File: src/rtl/irp_pkg.sv
package irp_pkg;
  typedef enum logic [2:0] {
    ACC_IDLE   = 3'd0,
    ACC_MUTE   = 3'd1,
    ACC_SELECT = 3'd2,
    ACC_PUT    = 3'd3,
    ACC_GET    = 3'd4,
    ACC_STRAY  = 3'd5
  } acc_e;
endpackage

File: src/rtl/irp_decode.sv
module irp_decode
  import irp_pkg::*;
#(
  parameter int unsigned         ADDR_W    = 16,
  parameter logic [ADDR_W-1:0]   MUTE_ADDR = 16'hE000,
  parameter logic [ADDR_W-1:0]   SEL_ADDR  = 16'hF800,
  parameter logic [ADDR_W-1:0]   DATA_ADDR = 16'h4800
) (
  input  logic [ADDR_W-1:0] host_addr,
  input  logic              host_rd,
  input  logic              host_wr,
  output acc_e              acc
);
  logic hit_mute, hit_sel, hit_data;

  assign hit_mute = (host_addr == MUTE_ADDR);
  assign hit_sel  = (host_addr == SEL_ADDR);
  assign hit_data = (host_addr == DATA_ADDR);

  // write wins over a simultaneous read
  always_comb begin
    acc = ACC_IDLE;
    if (host_wr) begin
      if (hit_mute)      acc = ACC_MUTE;
      else if (hit_sel)  acc = ACC_SELECT;
      else if (hit_data) acc = ACC_PUT;
      else               acc = ACC_STRAY;
    end else if (host_rd) begin
      if (hit_data) acc = ACC_GET;
      else          acc = ACC_STRAY;
    end
  end
endmodule

File: src/rtl/irp_pointer.sv
module irp_pointer
  import irp_pkg::*;
#(
  parameter int unsigned PTR_W    = 7,
  parameter int unsigned DATA_W   = 8,
  parameter int unsigned MUTE_BIT = 6
) (
  input  logic              clk,
  input  logic              rst_n,
  input  acc_e              acc,
  input  logic [DATA_W-1:0] wdata,
  output logic [PTR_W-1:0]  ptr,
  output logic              step_en,
  output logic              mute
);
  localparam logic [PTR_W-1:0] PTR_ONE = PTR_W'(1);

  logic [PTR_W-1:0] ptr_d;
  logic             step_d, mute_d;
  logic             ptr_ce, step_ce, mute_ce;
  logic             data_acc;

  assign data_acc = (acc == ACC_PUT) || (acc == ACC_GET);

  always_comb begin
    ptr_ce  = 1'b0;
    step_ce = 1'b0;
    mute_ce = 1'b0;
    ptr_d   = ptr;
    step_d  = step_en;
    mute_d  = mute;
    unique case (acc)
      ACC_SELECT: begin
        ptr_ce  = 1'b1;
        step_ce = 1'b1;
        ptr_d   = wdata[PTR_W-1:0];
        step_d  = wdata[DATA_W-1];
      end
      ACC_PUT, ACC_GET: begin
        ptr_ce = step_en;
        ptr_d  = ptr + PTR_ONE;
      end
      ACC_MUTE: begin
        mute_ce = 1'b1;
        mute_d  = wdata[MUTE_BIT];
      end
      default: ;
    endcase
  end

  always_ff @(posedge clk or negedge rst_n) begin
    if (!rst_n) begin
      ptr     <= '0;
      step_en <= 1'b0;
      mute    <= 1'b0;
    end else begin
      if (ptr_ce)  ptr     <= ptr_d;
      if (step_ce) step_en <= step_d;
      if (mute_ce) mute    <= mute_d;
    end
  end


  step_wrap_chk: assert property (@(posedge clk) disable iff (!rst_n)
    (data_acc && step_en) |=> (ptr == PTR_W'($past(ptr) + PTR_ONE)));

  hold_ptr_chk: assert property (@(posedge clk) disable iff (!rst_n)
    (data_acc && !step_en) |=> $stable(ptr));

  mute_load_chk: assert property (@(posedge clk) disable iff (!rst_n)
    (acc == ACC_MUTE) |=> (mute == $past(wdata[MUTE_BIT])));

  sel_load_chk: assert property (@(posedge clk) disable iff (!rst_n)
    (acc == ACC_SELECT) |=> (ptr == $past(wdata[PTR_W-1:0]) && step_en == $past(wdata[DATA_W-1])));
endmodule

File: src/rtl/irp_wr_filter.sv
module irp_wr_filter
  import irp_pkg::*;
#(
  parameter int unsigned PTR_W          = 7,
  parameter int unsigned DATA_W         = 8,
  parameter int unsigned VOICE_BYTES    = 8,
  parameter int unsigned VCNT_LSB       = 4,
  parameter bit          PROTECT_PHASE  = 1'b0,
  parameter bit          FORCE_LEN_HIGH = 1'b0
) (
  input  logic              clk,
  input  logic              rst_n,
  input  acc_e              acc,
  input  logic [PTR_W-1:0]  ptr,
  input  logic [DATA_W-1:0] wdata,
  output logic              ram_we,
  output logic [DATA_W-1:0] ram_wdata
);
  localparam int unsigned OFF_W      = $clog2(VOICE_BYTES);
  localparam int unsigned BLK_W      = PTR_W - OFF_W;
  localparam int unsigned NUM_BLOCKS = 1 << BLK_W;
  localparam int unsigned MAX_VOICES = NUM_BLOCKS / 2;
  localparam int unsigned VCNT_W     = $clog2(MAX_VOICES);
  localparam logic [PTR_W-1:0]  CNT_BYTE = {PTR_W{1'b1}};
  localparam logic [OFF_W-1:0]  LEN_OFF  = OFF_W'(4);
  localparam logic [BLK_W:0]    LAST_BLK = (BLK_W+1)'(NUM_BLOCKS - 1);
  localparam logic [DATA_W-1:0] LEN_MASK = {3'b111, {(DATA_W-3){1'b0}}};

  logic [VCNT_W-1:0] vcnt, vcnt_d;
  logic              vcnt_ce;
  logic [BLK_W-1:0]  blk;
  logic [OFF_W-1:0]  off;
  logic [BLK_W:0]    blk_sum;
  logic              active, phase_off, len_off;
  logic              drop, force_hi;
  logic              put;

  assign put     = (acc == ACC_PUT);
  assign blk     = ptr[PTR_W-1:OFF_W];
  assign off     = ptr[OFF_W-1:0];
  assign blk_sum = {1'b0, blk} + {{(BLK_W+1-VCNT_W){1'b0}}, vcnt};
  assign active  = (blk_sum >= LAST_BLK);
  assign phase_off = (off == OFF_W'(1)) || (off == OFF_W'(3)) || (off == OFF_W'(5));
  assign len_off   = (off == LEN_OFF);

  generate
    if (PROTECT_PHASE) begin : g_protect
      assign drop = active && phase_off;
    end else begin : g_no_protect
      assign drop = 1'b0;
    end
    if (FORCE_LEN_HIGH) begin : g_force
      assign force_hi = active && len_off;
    end else begin : g_no_force
      assign force_hi = 1'b0;
    end
  endgenerate

  assign ram_we    = put && !drop;
  assign ram_wdata = force_hi ? (wdata | LEN_MASK) : wdata;

  // shadow of the voice-count field
  always_comb begin
    vcnt_ce = put && (ptr == CNT_BYTE);
    vcnt_d  = wdata[VCNT_LSB +: VCNT_W];
  end

  always_ff @(posedge clk or negedge rst_n) begin
    if (!rst_n) vcnt <= '0;
    else if (vcnt_ce) vcnt <= vcnt_d;
  end


  vcnt_track_chk: assert property (@(posedge clk) disable iff (!rst_n)
    (put && ptr == CNT_BYTE) |=> (vcnt == $past(wdata[VCNT_LSB +: VCNT_W])));

  phase_guard_chk: assert property (@(posedge clk) disable iff (!rst_n)
    (ram_we && PROTECT_PHASE && active) |-> !phase_off);

  len_force_chk: assert property (@(posedge clk) disable iff (!rst_n)
    (ram_we && FORCE_LEN_HIGH && active && len_off) |-> (ram_wdata[DATA_W-1 -: 3] == 3'b111));

  plain_pass_chk: assert property (@(posedge clk) disable iff (!rst_n)
    (put && !active) |-> (ram_we && ram_wdata == wdata));
endmodule

File: src/rtl/indirect_reg_port.sv
module indirect_reg_port
  import irp_pkg::*;
#(
  parameter int unsigned  ADDR_W         = 16,
  parameter int unsigned  DATA_W         = 8,
  parameter int unsigned  PTR_W          = 7,
  parameter int unsigned  VOICE_BYTES    = 8,
  parameter int unsigned  MUTE_BIT       = 6,
  parameter int unsigned  VCNT_LSB       = 4,
  parameter logic [15:0]  MUTE_ADDR      = 16'hE000,
  parameter logic [15:0]  SEL_ADDR       = 16'hF800,
  parameter logic [15:0]  DATA_ADDR      = 16'h4800,
  parameter bit           PROTECT_PHASE  = 1'b0,
  parameter bit           FORCE_LEN_HIGH = 1'b0
) (
  input  logic              clk,
  input  logic              rst_n,
  input  logic [ADDR_W-1:0] host_addr,
  input  logic [DATA_W-1:0] host_wdata,
  input  logic              host_rd,
  input  logic              host_wr,
  output logic              host_ack,
  output logic [DATA_W-1:0] host_rdata,
  output logic [PTR_W-1:0]  ram_addr,
  output logic              ram_we,
  output logic [DATA_W-1:0] ram_wdata,
  input  logic [DATA_W-1:0] ram_rdata,
  output logic              sound_off
);
  localparam int unsigned SYNC_STAGES = 2;

  logic [SYNC_STAGES-1:0] rst_pipe;
  logic                   rst_int_n;
  acc_e                   acc;
  logic [PTR_W-1:0]       ptr;
  logic                   step_en;
  logic                   ack_d, rdata_ce;
  logic [DATA_W-1:0]      rdata_d;

  // asynchronous assert, synchronous release
  always_ff @(posedge clk or negedge rst_n) begin
    if (!rst_n) rst_pipe <= '0;
    else        rst_pipe <= {rst_pipe[SYNC_STAGES-2:0], 1'b1};
  end
  assign rst_int_n = rst_pipe[SYNC_STAGES-1];

  irp_decode #(
    .ADDR_W(ADDR_W), .MUTE_ADDR(ADDR_W'(MUTE_ADDR)),
    .SEL_ADDR(ADDR_W'(SEL_ADDR)), .DATA_ADDR(ADDR_W'(DATA_ADDR))
  ) u_decode (
    .host_addr(host_addr), .host_rd(host_rd), .host_wr(host_wr), .acc(acc)
  );

  irp_pointer #(
    .PTR_W(PTR_W), .DATA_W(DATA_W), .MUTE_BIT(MUTE_BIT)
  ) u_pointer (
    .clk(clk), .rst_n(rst_int_n), .acc(acc), .wdata(host_wdata),
    .ptr(ptr), .step_en(step_en), .mute(sound_off)
  );

  irp_wr_filter #(
    .PTR_W(PTR_W), .DATA_W(DATA_W), .VOICE_BYTES(VOICE_BYTES),
    .VCNT_LSB(VCNT_LSB), .PROTECT_PHASE(PROTECT_PHASE),
    .FORCE_LEN_HIGH(FORCE_LEN_HIGH)
  ) u_filter (
    .clk(clk), .rst_n(rst_int_n), .acc(acc), .ptr(ptr), .wdata(host_wdata),
    .ram_we(ram_we), .ram_wdata(ram_wdata)
  );

  assign ram_addr = ptr;

  always_comb begin
    ack_d    = (acc != ACC_IDLE) && (acc != ACC_STRAY);
    rdata_ce = (acc == ACC_GET);
    rdata_d  = ram_rdata;
  end

  always_ff @(posedge clk or negedge rst_int_n) begin
    if (!rst_int_n) begin
      host_ack   <= 1'b0;
      host_rdata <= '0;
    end else begin
      host_ack <= ack_d;
      if (rdata_ce) host_rdata <= rdata_d;
    end
  end


  ack_pulse_chk: assert property (@(posedge clk) disable iff (!rst_int_n)
    (host_wr && (host_addr == ADDR_W'(MUTE_ADDR) || host_addr == ADDR_W'(SEL_ADDR)
                 || host_addr == ADDR_W'(DATA_ADDR))) |=> host_ack);

  stray_quiet_chk: assert property (@(posedge clk) disable iff (!rst_int_n)
    (acc == ACC_STRAY) |=> (!host_ack && $stable(ptr) && $stable(step_en) && $stable(sound_off)));

  stray_nowrite_chk: assert property (@(posedge clk) disable iff (!rst_int_n)
    (acc == ACC_STRAY) |-> !ram_we);

  read_capture_chk: assert property (@(posedge clk) disable iff (!rst_int_n)
    (host_rd && !host_wr && host_addr == ADDR_W'(DATA_ADDR)) |=> (host_rdata == $past(ram_rdata)));
endmodule

File: config.mk
export PLATFORM = sky130hd
export DESIGN_NAME = indirect_reg_port
export DESIGN_NICKNAME = d
export VERILOG_FILES = /design/src/rtl/irp_pkg.sv /design/src/rtl/irp_decode.sv /design/src/rtl/irp_pointer.sv /design/src/rtl/irp_wr_filter.sv /design/src/rtl/indirect_reg_port.sv
export SDC_FILE = /design/constraint.sdc
export NUM_CORES = 1
export LEC_CHECK = 0
export BUFFER_PORTS_ARGS = -buffer_cell sky130_fd_sc_hd__buf_2
export CAP_MARGIN = 0
export CELL_PAD_IN_SITES_DETAIL_PLACEMENT = 2
export CELL_PAD_IN_SITES_GLOBAL_PLACEMENT = 2
export CORE_MARGIN = 2
export CORE_UTILIZATION = 23
export DETAILED_ROUTE_END_ITERATION = 10
export GPL_TIMING_DRIVEN = 0
export PLACE_DENSITY_LB_ADDON = 0.05
export RECOVER_POWER = 25
export SYNTH_ARGS = -nofsm -noshare
export SYNTH_HDL_FRONTEND = slang
export SYNTH_SLANG_ARGS = --single-unit
File: constraint.sdc
create_clock -name clk -period 0.8 [get_ports clk]
set_input_delay 0.04 -clock clk [delete_from_list [all_inputs] [get_ports clk]]
set_output_delay 0.04 -clock clk [all_outputs]
set_load 0.02 [all_outputs]
==> reports/metrics.csv <==
metric,value,unit
die_h,74.71,um
number_of_filler_instances_in_the_final_layout,523,
worstPathMaxFanout,5,
number_of_global_route_vias_before_repair,1237,
avgViaCountPerCell,4.426,
initial_utilization,24.03,%
syn_to_final_growth,94.12,%
final_antenna_net_count,0,
global_route.usage.total,14.62,%
maxSlewViolCount,0,
synth_sequential_area_ratio,43.53,%
insertedDiodeCount,0,
total_leakage_power,0.001030,uW
mapped_area,1150,um2
ff_latch_area,506.7,um2
internal_power,1860,uW
grt_pass1_wl,6.134,mm
placement.cell_area,1563,um2
ranking_of_synthesized_cells_by_area,"sky130_fd_sc_hd__dfrtp_1, sky130_fd_sc_hd__mux2_4, sky130_fd_sc_hd__buf_4",
worst-endpoint-required,0.96,ns
worst_setup_path_end_kind,register,
dpl.hpwl,2.673,mm
ctsHtreeMaxLevel,1,
max-vdd-ir-drop,0.6410,mV
cts.path.max_buffers,2,
critical_path.startpoint_type,primary input,
sequentialPowerShare,43.3,%
grt_overflow,0,
kind_of_critical_path,primary input to register,
clock_latency,0.26,ns
cts.sinks,20,
starting_drt_drc_count,16,
final_setup_fails,36,
synth_nets,139,
yosysTopAreaCellShare,43.53,%
reported_net_switching_power,531.7,uW
worst_clock_skew,0.001644,ns
num_vias,1173,
ys_types,33,
max-cap-violations,0,
finalWeightedCongestion,0.7544,
dp_worst_setup_slack,-0.8868,ns
mostFrequentLayoutCell,sky130_fd_sc_hd__buf_6,
final.setup.tns,-8.926,ns
postLayoutSetupSlackWorst,-0.4862,ns
die-area,5581,um2
layout_common_cells,"sky130_fd_sc_hd__buf_6, sky130_fd_sc_hd__buf_2, sky130_fd_sc_hd__buf_4",
fp.coreArea,4786,um2
part_of_the_cycle_the_worst_path_needs,160.8,%
numCtsBuffers,3,
drive_above_1_share,69.19,%
rsz0062_at_grt,true,
stdcell_count,265,
synthesis.yosys.warnings,0,
routed_wire_length,4.104,mm
worst_ep_arrival_time,1.44,ns
power_per_cell_area,1071,nW/um2
port_buffers,61,
design_power_total,2391,uW
yosys_reg_bits,20,
cells_after_synth,102,
max_freq,0.7775,GHz
cts_root_buffer,sky130_fd_sc_hd__clkbuf_8,
maximum_number_of_pins_on_one_net_before_global_route_repair,19,
failed_checks,setup timing,
clock_power_share,43.6,%
rows,25,
io-pin-count,62,
final_cell_area,2232,um2
post_drt_wl_per_cell,15.49,um
route.detailed.drc,0,
die_width,74.71,um
status,"finished, violations left",
dp_cells,230,
tritoncts,yes,
multi_input_area,732.0,um2
drt_pre_antenna_iters,3,
postSynthAreaPerCell,11.27,um2
num-nets-final,236,
synth.largest_area_cell,sky130_fd_sc_hd__dfrtp_1,
comb_power_share,13.1,%
power_switching_share,22.23,%
holdCritPathClass,primary input to register,
finalHoldViolCount,0,
clkTransAtPathRegs,0.08,ns
grt_antenna_before_repair,0,
final.min_clock_period,1.286,ns
==> per-layer routing <==
metal / global-route usage, % / part of all wire [%] / routed length [um] / up-vias
li1: - / - / - / 554
met1: 18.28 / 41 / 1686 / 583
met2: 25.66 / 54 / 2231 / 31
met3: 2.410 / 3.3 / 135 / 5
met4: 4.762 / 1.2 / 51 / 0
met5: 0 / 0 / 0 / -
==> worst paths after layout <==
check,cells past startpoint,slack (ns),to,startpoint
max reg2reg,5,-0.40,u_pointer.ptr[2],u_pointer.step_en
max,7,-0.49,u_pointer.step_en,host_addr[2]
min reg2reg,0,0.21,host_rdata[0],rst_pipe[1]
min in group asynchronous,2,0.08,rst_pipe[0],rst_n
max in group asynchronous,0,0.26,u_pointer.ptr[0],rst_pipe[1]
min,2,0.005,host_rdata[1],ram_rdata[1]
==> critical path, cell delays in order <==
cell	delay (ns)
sky130_fd_sc_hd__buf_6	0.10
sky130_fd_sc_hd__nor4_4	0.29
sky130_fd_sc_hd__buf_4	0.19
sky130_fd_sc_hd__nand4_4	0.12
sky130_fd_sc_hd__or2_4	0.28
sky130_fd_sc_hd__buf_6	0.14
sky130_fd_sc_hd__mux2_4	0.29
==> synth_stat cells <==
master / number
sky130_fd_sc_hd__dfrtp_1: 20
sky130_fd_sc_hd__nor2_1: 11
sky130_fd_sc_hd__buf_4: 9
sky130_fd_sc_hd__mux2_4: 9
sky130_fd_sc_hd__nor3_1: 6
sky130_fd_sc_hd__a21oi_1: 5
sky130_fd_sc_hd__nand3_1: 5
sky130_fd_sc_hd__o211ai_1: 4
sky130_fd_sc_hd__nand2_1: 3
sky130_fd_sc_hd__a211oi_1: 2
sky130_fd_sc_hd__and3_1: 2
sky130_fd_sc_hd__buf_6: 2
sky130_fd_sc_hd__inv_1: 2
sky130_fd_sc_hd__nor4_4: 2
sky130_fd_sc_hd__o21ai_0: 2
sky130_fd_sc_hd__a2bb2oi_1: 1
sky130_fd_sc_hd__and2_1: 1
sky130_fd_sc_hd__and2b_2: 1
sky130_fd_sc_hd__and3_2: 1
sky130_fd_sc_hd__and4b_1: 1
sky130_fd_sc_hd__conb_1: 1
sky130_fd_sc_hd__ha_1: 1
sky130_fd_sc_hd__mux2_2: 1
sky130_fd_sc_hd__nand3b_1: 1
sky130_fd_sc_hd__nand4_1: 1
sky130_fd_sc_hd__nand4_2: 1
sky130_fd_sc_hd__nor4_1: 1
sky130_fd_sc_hd__nor4b_2: 1
sky130_fd_sc_hd__nor4b_4: 1
sky130_fd_sc_hd__o211a_1: 1
sky130_fd_sc_hd__o21ai_1: 1
sky130_fd_sc_hd__o22ai_2: 1
sky130_fd_sc_hd__or2_1: 1
==> cell type report <==
type                       count  share of cell area (%)
tap                           67                   3.756
clock buffer                   3                   1.850
timing repair buffer          93                   33.52
inverter                       2                  0.3363
buffer                        10                   3.700
sequential                    20                   22.70
clock inverter                 1                   1.345
multi-input combinational     69                   32.79
==> sequential cells by signal, summed over array words and instances (netlist names) <==
register / cells
u_pointer.ptr: 7
host_ack: 1
u_pointer.mute: 1
host_rdata: 8
rst_pipe: 2
u_pointer.step_en: 1
==> kinds of logic (layout without fill, tap and decap cells) <==
family          Yosys count  count (layout)  share of synthesized area (%)
other cells               1               1                         0.3261
flops                    20              20                          43.53
mux                      10              10                          12.73
fa+ha+maj                 1               1                          1.088
simple gates             40              40                          23.72
buf+inv                  13             109                          8.487
compound gates           17              17                          10.12
==> power by group through the flow <==
stage	Sequential (uW)	Clock [uW]	Combinational, uW
2_1_floorplan	1050	0	86.7
3_3_place_gp	1060	0	220
3_5_place_dp	1060	0	228
4_1_cts	1040	1070	290
5_1_grt	1040	1110	338
6_report	1040	1040	313
==> metrics by stage <==
stage | hold slack [ns] | utilization, %
floorplan | -0.2556 | -
global placement | -0.1743 | 32.65
detailed placement | -0.1725 | 32.65
CTS | 0.001065 | 41.86
global route | 0.004112 | 46.64
finish | 0.005208 | 46.64
==> repair_timing <==
action                                  4_1_cts  5_1_grt
endpoints found under the setup margin       54       54
hold endpoints to repair                      6        3
hold buffers                                  5        3
pin swaps                                    15       14
gates cloned                                  1        0
setup buffers                                13       12
gates resized for setup                      57       36
(Power assumes the default switching activity.)
